[config.mk]
export PLATFORM = sky130hd
export DESIGN_NAME = irq_status_top
export DESIGN_NICKNAME = d
export VERILOG_FILES = /design/src/rtl/irq_status_pkg.sv /design/src/rtl/irq_reg_ctrl.sv /design/src/rtl/irq_fifo_thresh.sv /design/src/rtl/irq_reg_datapath.sv /design/src/rtl/irq_status_top.sv
export SDC_FILE = /design/constraint.sdc
export NUM_CORES = 1
export LEC_CHECK = 0
export BUFFER_PORTS_ARGS = -buffer_cell sky130_fd_sc_hd__buf_4
export CORE_MARGIN = 5
export CORE_UTILIZATION = 45
export DETAILED_ROUTE_END_ITERATION = 12
export PLACE_DENSITY = 0.76
export SKIP_LAST_GASP = 1
export SYNTH_ARGS = -nofsm -noshare
export SYNTH_HDL_FRONTEND = slang
export SYNTH_SLANG_ARGS = --single-unit
[constraint.sdc]
create_clock -name clk -period 3.1 [get_ports clk]
set_clock_uncertainty 0.15 [all_clocks]
set_input_delay 0.155 -clock clk [delete_from_list [all_inputs] [get_ports clk]]
set_output_delay 0.155 -clock clk [all_outputs]
set_load 0.03 [all_outputs]
[src/rtl/irq_status_pkg.sv]
`timescale 1ns/1ps
package irq_status_pkg;
  localparam int EVT_W  = 10;
  localparam int ADDR_W = 3;

  // bit positions
  localparam int BIT_DONE  = 0;
  localparam int BIT_DATA  = 1;
  localparam int BIT_NACK  = 2;
  localparam int BIT_TMO   = 3;
  localparam int BIT_SRDY  = 4;
  localparam int BIT_RXOVF = 5;
  localparam int BIT_TXOVF = 6;
  localparam int BIT_RXUNF = 7;
  localparam int BIT_RSVD  = 8;
  localparam int BIT_ARB   = 9;

  localparam logic [EVT_W-1:0] IMPL_MASK = ~(EVT_W'(1) << BIT_RSVD);
  localparam logic [EVT_W-1:0] DATA_ONE  = EVT_W'(1) << BIT_DATA;

  // word indices
  localparam logic [ADDR_W-1:0] ADDR_STAT = 3'd0;
  localparam logic [ADDR_W-1:0] ADDR_MASK = 3'd1;
  localparam logic [ADDR_W-1:0] ADDR_UNMK = 3'd2;
  localparam logic [ADDR_W-1:0] ADDR_SETM = 3'd3;

  typedef enum logic [1:0] {
    RD_NONE = 2'd0,
    RD_STAT = 2'd1,
    RD_MASK = 2'd2
  } rdSel_e;

  typedef struct packed {
    logic clrStat;
    logic unmask;
    logic setMask;
  } regStrobe_t;
endpackage

[src/rtl/irq_reg_ctrl.sv]
`timescale 1ns/1ps
module irq_reg_ctrl
  import irq_status_pkg::*;
(
  input  logic              regWrEn,
  input  logic [ADDR_W-1:0] regAddr,
  output regStrobe_t        strobe,
  output rdSel_e            rdSel
);
  always_comb begin
    strobe = '0;
    if (regWrEn) begin
      unique case (regAddr)
        ADDR_STAT: strobe.clrStat = 1'b1;
        ADDR_UNMK: strobe.unmask  = 1'b1;
        ADDR_SETM: strobe.setMask = 1'b1;
        default:   strobe = '0;
      endcase
    end
  end

  always_comb begin
    unique case (regAddr)
      ADDR_STAT: rdSel = RD_STAT;
      ADDR_MASK: rdSel = RD_MASK;
      default:   rdSel = RD_NONE;
    endcase
  end
endmodule

[src/rtl/irq_fifo_thresh.sv]
`timescale 1ns/1ps
module irq_fifo_thresh #(
  parameter int FIFO_DEPTH = 16,
  parameter int THR_GAP    = 2,
  parameter int LVL_W      = $clog2(FIFO_DEPTH + 1)
) (
  input  logic             clk,
  input  logic             rstN,
  input  logic [LVL_W-1:0] fifoLevel,
  output logic             dataEvt
);
  localparam logic [LVL_W-1:0] THR = LVL_W'(FIFO_DEPTH - THR_GAP);

  logic atOrAbove;
  logic wasAbove;

  assign atOrAbove = (fifoLevel >= THR);

  always_ff @(posedge clk or negedge rstN) begin
    if (!rstN) wasAbove <= 1'b0;
    else       wasAbove <= atOrAbove;
  end

  // one pulse per upward crossing
  assign dataEvt = atOrAbove && !wasAbove;
endmodule

[src/rtl/irq_reg_datapath.sv]
`timescale 1ns/1ps
module irq_reg_datapath
  import irq_status_pkg::*;
(
  input  logic             clk,
  input  logic             rstN,
  input  regStrobe_t       strobe,
  input  rdSel_e           rdSel,
  input  logic [EVT_W-1:0] wrData,
  input  logic [EVT_W-1:0] evtSet,
  output logic [EVT_W-1:0] statusVec,
  output logic [EVT_W-1:0] maskVec,
  output logic [EVT_W-1:0] rdData,
  output logic             irqOut
);
  for (genvar i = 0; i < EVT_W; i++) begin : g_bit
    if (IMPL_MASK[i]) begin : g_live
      logic stQ;
      logic mkQ;
      always_ff @(posedge clk or negedge rstN) begin
        if (!rstN) begin
          stQ <= 1'b0;
          mkQ <= 1'b1;
        end else begin
          if (evtSet[i])                        stQ <= 1'b1;
          else if (strobe.clrStat && wrData[i]) stQ <= 1'b0;
          if (strobe.setMask && wrData[i])      mkQ <= 1'b1;
          else if (strobe.unmask && wrData[i])  mkQ <= 1'b0;
        end
      end
      assign statusVec[i] = stQ;
      assign maskVec[i]   = mkQ;
    end else begin : g_rsvd
      assign statusVec[i] = 1'b0;
      assign maskVec[i]   = 1'b0;
    end
  end

  always_comb begin
    unique case (rdSel)
      RD_STAT: rdData = statusVec;
      RD_MASK: rdData = maskVec;
      default: rdData = '0;
    endcase
  end

  assign irqOut = |(statusVec & ~maskVec);
endmodule

[src/rtl/irq_status_top.sv]
`timescale 1ns/1ps
module irq_status_top
  import irq_status_pkg::*;
#(
  parameter int FIFO_DEPTH = 16,
  parameter int THR_GAP    = 2,
  parameter int LVL_W      = $clog2(FIFO_DEPTH + 1)
) (
  input  logic              clk,
  input  logic              rstN,
  input  logic [ADDR_W-1:0] regAddr,
  input  logic              regWrEn,
  input  logic [EVT_W-1:0]  regWrData,
  output logic [EVT_W-1:0]  regRdData,
  input  logic [EVT_W-1:0]  evtIn,
  input  logic [LVL_W-1:0]  fifoLevel,
  output logic              irqOut
);
  regStrobe_t       strobe;
  rdSel_e           rdSel;
  logic             dataEvt;
  logic [EVT_W-1:0] evtSet;
  logic [EVT_W-1:0] statusVec;
  logic [EVT_W-1:0] maskVec;

  // external data bit and reserved bit dropped, data comes from threshold
  assign evtSet = (evtIn & IMPL_MASK & ~DATA_ONE) | (dataEvt ? DATA_ONE : '0);

  irq_reg_ctrl u_ctrl (
    .regWrEn (regWrEn),
    .regAddr (regAddr),
    .strobe  (strobe),
    .rdSel   (rdSel)
  );

  irq_fifo_thresh #(
    .FIFO_DEPTH (FIFO_DEPTH),
    .THR_GAP    (THR_GAP),
    .LVL_W      (LVL_W)
  ) u_thresh (
    .clk       (clk),
    .rstN      (rstN),
    .fifoLevel (fifoLevel),
    .dataEvt   (dataEvt)
  );

  irq_reg_datapath u_dp (
    .clk       (clk),
    .rstN      (rstN),
    .strobe    (strobe),
    .rdSel     (rdSel),
    .wrData    (regWrData),
    .evtSet    (evtSet),
    .statusVec (statusVec),
    .maskVec   (maskVec),
    .rdData    (regRdData),
    .irqOut    (irqOut)
  );
endmodule

**Word-level counts from Yosys, hierarchy flattened**

Cells that the tools add are included.

- Output and inout bits: 11
- Register bits after elaboration: 19
- Word-level logic and storage cells: 120
- Input bits: 31

- Multiplexer cells: 43
- Equal/unequal tests: 5
- Bitwise gates (word level): 3
- Reduce and logical (&&, ||, !) cells: 49
- Magnitude comparators: 1

Operators by type and width:

| kind | number |
|---|---|
| $mux W1 | 39 |
| $reduce_bool A2 Y1 | 18 |
| $logic_and A1 B1 Y1 | 28 |
| $pmux W10 S2 | 1 |
| $and A10 B10 Y10 | 1 |
| $not A10 Y10 | 1 |
| $or A10 B2 Y10 | 1 |
| $reduce_or A10 Y1 | 1 |
| $eq A3 B2 Y1 const B | 2 |
| $ge A5 B4 Y1 const B | 1 |
| $pmux W2 S2 | 1 |
| $eq A3 B1 Y1 const B | 1 |
| $logic_not A3 Y1 | 1 |
| $mux W3 | 1 |
| $eq A2 B1 Y1 const B | 1 |
| $eq A2 B2 Y1 const B | 1 |
| $mux W2 | 1 |
| $logic_not A1 Y1 | 1 |

**Depth between registers and ports, before layout**

- Word-level depth: 6
- Gate-level depth with buffers: 5
- Depth with buffers taken out: 3

**Cells and area by module**

From an unflattened synthesis, not the netlist that was laid out.

- Cells, all modules: 126
- Area total of the unflattened synthesis: 1178.6 sq um

Modules (own cells, without submodules):

| module | area each (sq um) | times used | cells each | seq. area each (sq um) |
|---|---|---|---|---|
| irq_reg_datapath | 1077.3 | 1 | 117 | 461.7 |
| irq_reg_ctrl | 50.0 | 1 | 5 | 0.0 |
| irq_fifo_thresh | 47.5 | 1 | 3 | 25.0 |
| irq_status_top | 3.8 | 1 | 1 | 0.0 |

**Worst setup path before layout**

No wires, ideal clock.

- Kind: register -> output
- From: register u_dp.g_bit[2].g_live.mkQ
- To: output irqOut
- Arrival: 1.215 ns
- Path buffers: 0
- Slack: 1.580 ns
- Cell stages (with the launch flop): 4
- Required time: 2.795 ns
- Cells stage by stage: dfstp_2 nor2b_1 a2111oi_0 nand3_1

- Longest elaborated chain between the ends: 3

Ends and longest elaborated chain:

| what | line | RTL |
|---|---|---|
| start, declared | irq_reg_datapath.sv:19 | `logic mkQ;` |
| start signal, assigned | irq_reg_datapath.sv:23 | `mkQ <= 1'b1;` |
| start signal, assigned | irq_reg_datapath.sv:27 | `if (strobe.setMask && wrData[i]) mkQ <= 1'b1;` |
| start signal, assigned | irq_reg_datapath.sv:28 | `else if (strobe.unmask && wrData[i]) mkQ <= 1'b0;` |
| $not A10 Y10 | irq_reg_datapath.sv:47 | `assign irqOut = \|(statusVec & ~maskVec);` |
| $and A10 B10 Y10 | irq_reg_datapath.sv:47 |  |
| $reduce_or A10 Y1 | irq_reg_datapath.sv:47 |  |
| end, declared | irq_status_top.sv:17 | `output logic irqOut` |

No other way between the ends.

**Worst setup path in the final report**

Ends and elaborated chain as after synthesis.

==> flow_summary.toml <==
[outcome]
outcome = "finished clean"

[worst_setup_path]
crit_type = "flip-flop to output port"
r2r-end = "u_dp.g_bit[5].g_live.stQ$_DFFE_PN0P_"
cp_slowest_stage_delay_ns = 0.56
cp_num_buf_inv = 1
r2r-start = "u_dp.g_bit[5].g_live.stQ$_DFFE_PN0P_"
crit_start = "u_dp.g_bit[2].g_live.mkQ$_DFFE_PN1P_"
critPathTopFamily = "flip-flops"
critPathRequiredTime_ns = 2.79
crit_path_max_fanout = 3
crit_path_cell_trace = "nor2b_1, a2111oi_0, nand3_1, buf_4"
end_kind = "output port"
r2r_cells = 2
reg2reg_setup_slack_ns = 1.70
cp-endpoint = "irqOut"
start_kind = "flip-flop"
arrival_ns = 1.64
worstSetupPathDepth = 4
cp_slowest_cell = "dfstp_2"

[die]
die_area_um2 = 3300
die_y_um = 57.5
num_io_pins = 42
initial_core_util_pct = 46.3
placeableCoreArea_um2 = 2190
fp.dieW_um = 57.5
rows = 17

[finish]
drive_gt1_share_pct = 37.9
finish.utilization_pct = 69.0
post_layout_nonfiller_instances = 181
layout_commonest_cell = "buf_4"
syn_to_final_growth_pct = 49.1
num-nets-final = 185
fill_cells = 179
final_cell_mix = "buf_4 (36), dlygate4sd3_1 (21), nand2_1 (13)"
final_area_um2 = 1510
antennaDiodeCount = 0

[flow_run]
max_cap_viol_count = 0

[routing]
wl_mm = 2.47
ant_nets = 0
wire_per_inst_um = 13.6
vias_per_cell = 4.88
routed-via-count = 883
drc = 0
drtIter0Drc = 15
dr.pass1.iters = 4

[logic_synthesis]
synth_cells = 98
yosysWarningCount = 0
synth_cell_type_count = 25
syn_nets = 129
ys_seq_elements = 19
syn_avg_cell_area_um2 = 10.3
synth_area_um2 = 1010
ys_seq_area_share_pct = 48.0

[placed_design]
dp.final_hpwl_mm = 1.67
gp_congestion = 0.752
port_buffers = 36
dp_cells = 156
placed_cell_area_um2 = 1270

[pwr]
pwr_density_cell_nw_per_um2 = 401
p_sw_share_pct = 28.0
power.static_leakage_nw = 0.663
total_power_uw = 606
clkPwrFrac_pct = 20.2
netSwitchingPower_uw = 169
internal-power_uw = 437
irDropWorstVdd_uv = 337
seq_power_share_pct = 51.8
comb_power_share_pct = 28.0

[global_route]
grt_pass1_vias = 940
grt_usage_pct = 15.7
grt_pass1_wl_mm = 4.04
grt_overflow = 0
grt_max_degree = 20
antenna_found_initial = 0

[sta]
hold_viol_final = 0
clock.fmax_ghz = 0.515
final-max-slew-violation-count = 0
fin_crit_sh_pct = 62.7
slew_headroom_pct = 60.5
rsz0062_at_grt = "false"
max_slew.worst_pin.slew_ns = 0.589
setup_violations = 0
fin_crit_ns = 1.94
final.setup.tns_ns = 0

[cts]
post_cts_buffers = 0
cts_tree = "yes"
cts_buffer_depth = 2
cts-buffers-inserted = 3
htreeDepth = 1
root_buffer = "clkbuf_4"
clock-sinks = 19
clk_pin_slew_ns = 0.10
clk_latency_ns = 0.29

[min_path]
hp-class = "primary input to flip-flop"
[through the flow]
stage	setup slack, ns	hold WS (ns)
4_1_cts	1.09	0.00407
6_report	1.16	0.0165
3_3_place_gp	1.44	-0.112
3_5_place_dp	1.43	-0.111
5_1_grt	1.01	0.00312
2_1_floorplan	1.58	-0.291
[cell type report]
type                            instances  area [um2]  area share (%)
Sequential cell                        19         487            32.2
Timing Repair Buffer                   57         480            31.8
Multi-Input combinational cell         66         457            30.2
Tap cell                               28        35.0            2.32
Clock buffer                            4        26.3            1.74
Inverter                                7        26.3            1.74
[cell families (layout without fill, tap and decap cells)]
kind of cell | Yosys count | after routing | synth area share [%]
muxes | 13 | 13 | 13.3
DFF | 19 | 19 | 48.0
buffers and inverters | 13 | 68 | 6.91
and+or+nand+nor | 29 | 29 | 14.3
AOI/OAI and AO/OA | 23 | 23 | 17.0
other | 1 | 1 | 0.370
[synth_stat cells]
| cell type | number | share of area [%] |
|---|---|---|
| nand2_1 | 13 | 4.8 |
| dfrtp_1 | 10 | 25 |
| dfstp_2 | 9 | 23 |
| mux2i_1 | 9 | 8.9 |
| nor2_1 | 9 | 3.3 |
| a21o_1 | 8 | 5.9 |
| inv_1 | 7 | 2.6 |
| a21oi_1 | 5 | 2.5 |
| a31o_2 | 4 | 3.5 |
| mux2_2 | 4 | 4.4 |
| nor2b_1 | 3 | 1.9 |
| a31o_1 | 2 | 1.7 |
| buf_2 | 2 | 0.99 |
| buf_6 | 2 | 2.2 |
| a2111oi_0 | 1 | 0.86 |
| a222oi_1 | 1 | 0.99 |
| a22o_1 | 1 | 0.86 |
| a22oi_1 | 1 | 0.74 |
| and3b_1 | 1 | 0.86 |
| buf_4 | 1 | 0.74 |
| clkbuf_1 | 1 | 0.37 |
| conb_1 | 1 | 0.37 |
| nand3_1 | 1 | 0.49 |
| nor4b_4 | 1 | 2.3 |
| or2_2 | 1 | 0.62 |
[power by group through the flow]
stage               registers (mW)  clock network (mW)  logic (mW)
floorplan                    0.312                   0      0.0990
global placement             0.315                   0       0.148
detailed placement           0.318                   0       0.152
CTS                          0.314               0.129       0.171
global route                 0.319               0.136       0.186
finish                       0.314               0.122       0.170
[worst reg2reg max path, stage by stage, from the launching register on]
cell and delay (ns):
dfrtp_1 0.42, a21o_1 0.17, dlygate4sd3_1 0.55
[registers in the layout, summed over array words and instances, names as in the netlist]
name,count
u_thresh.wasAbove,1
u_dp.g_bit.g_live.mkQ,9
u_dp.g_bit.g_live.stQ,9
[how the worst min path moves through the flow]
stage | start | endpoint | slack [ns] | cells past startpoint
2_1_floorplan | rstN | u_dp.g_bit[0].g_live.stQ$_DFFE_PN0P_ | -0.29 | 0
3_3_place_gp | rstN | u_dp.g_bit[4].g_live.stQ$_DFFE_PN0P_ | -0.11 | 1
3_5_place_dp | rstN | u_dp.g_bit[4].g_live.stQ$_DFFE_PN0P_ | -0.11 | 1
4_1_cts | regWrData[1] | u_dp.g_bit[1].g_live.stQ$_DFFE_PN0P_ | 0.004 | 3
5_1_grt | regWrData[1] | u_dp.g_bit[1].g_live.stQ$_DFFE_PN0P_ | 0.003 | 3
6_report | regWrData[1] | u_dp.g_bit[1].g_live.stQ$_DFFE_PN0P_ | 0.02 | 3
[routing by layer]
metal | global-route usage (%) | up-vias | share of wire [%] | wire length, um
met3 | 2.49 | 2 | 5.0 | 124
met2 | 31.3 | 20 | 57 | 1400
met1 | 15.9 | 418 | 38 | 927
met5 | 0 | - | 0 | 0
li1 | - | 443 | - | -
met4 | 5.96 | 0 | 0.69 | 17
[what timing repair did]
action                                 CTS  global route
endpoints found under the hold margin   33             0
gates resized for setup                  0             0
hold buffers                            21             0
No activity file was read; power rests on OpenSTA's default activity.
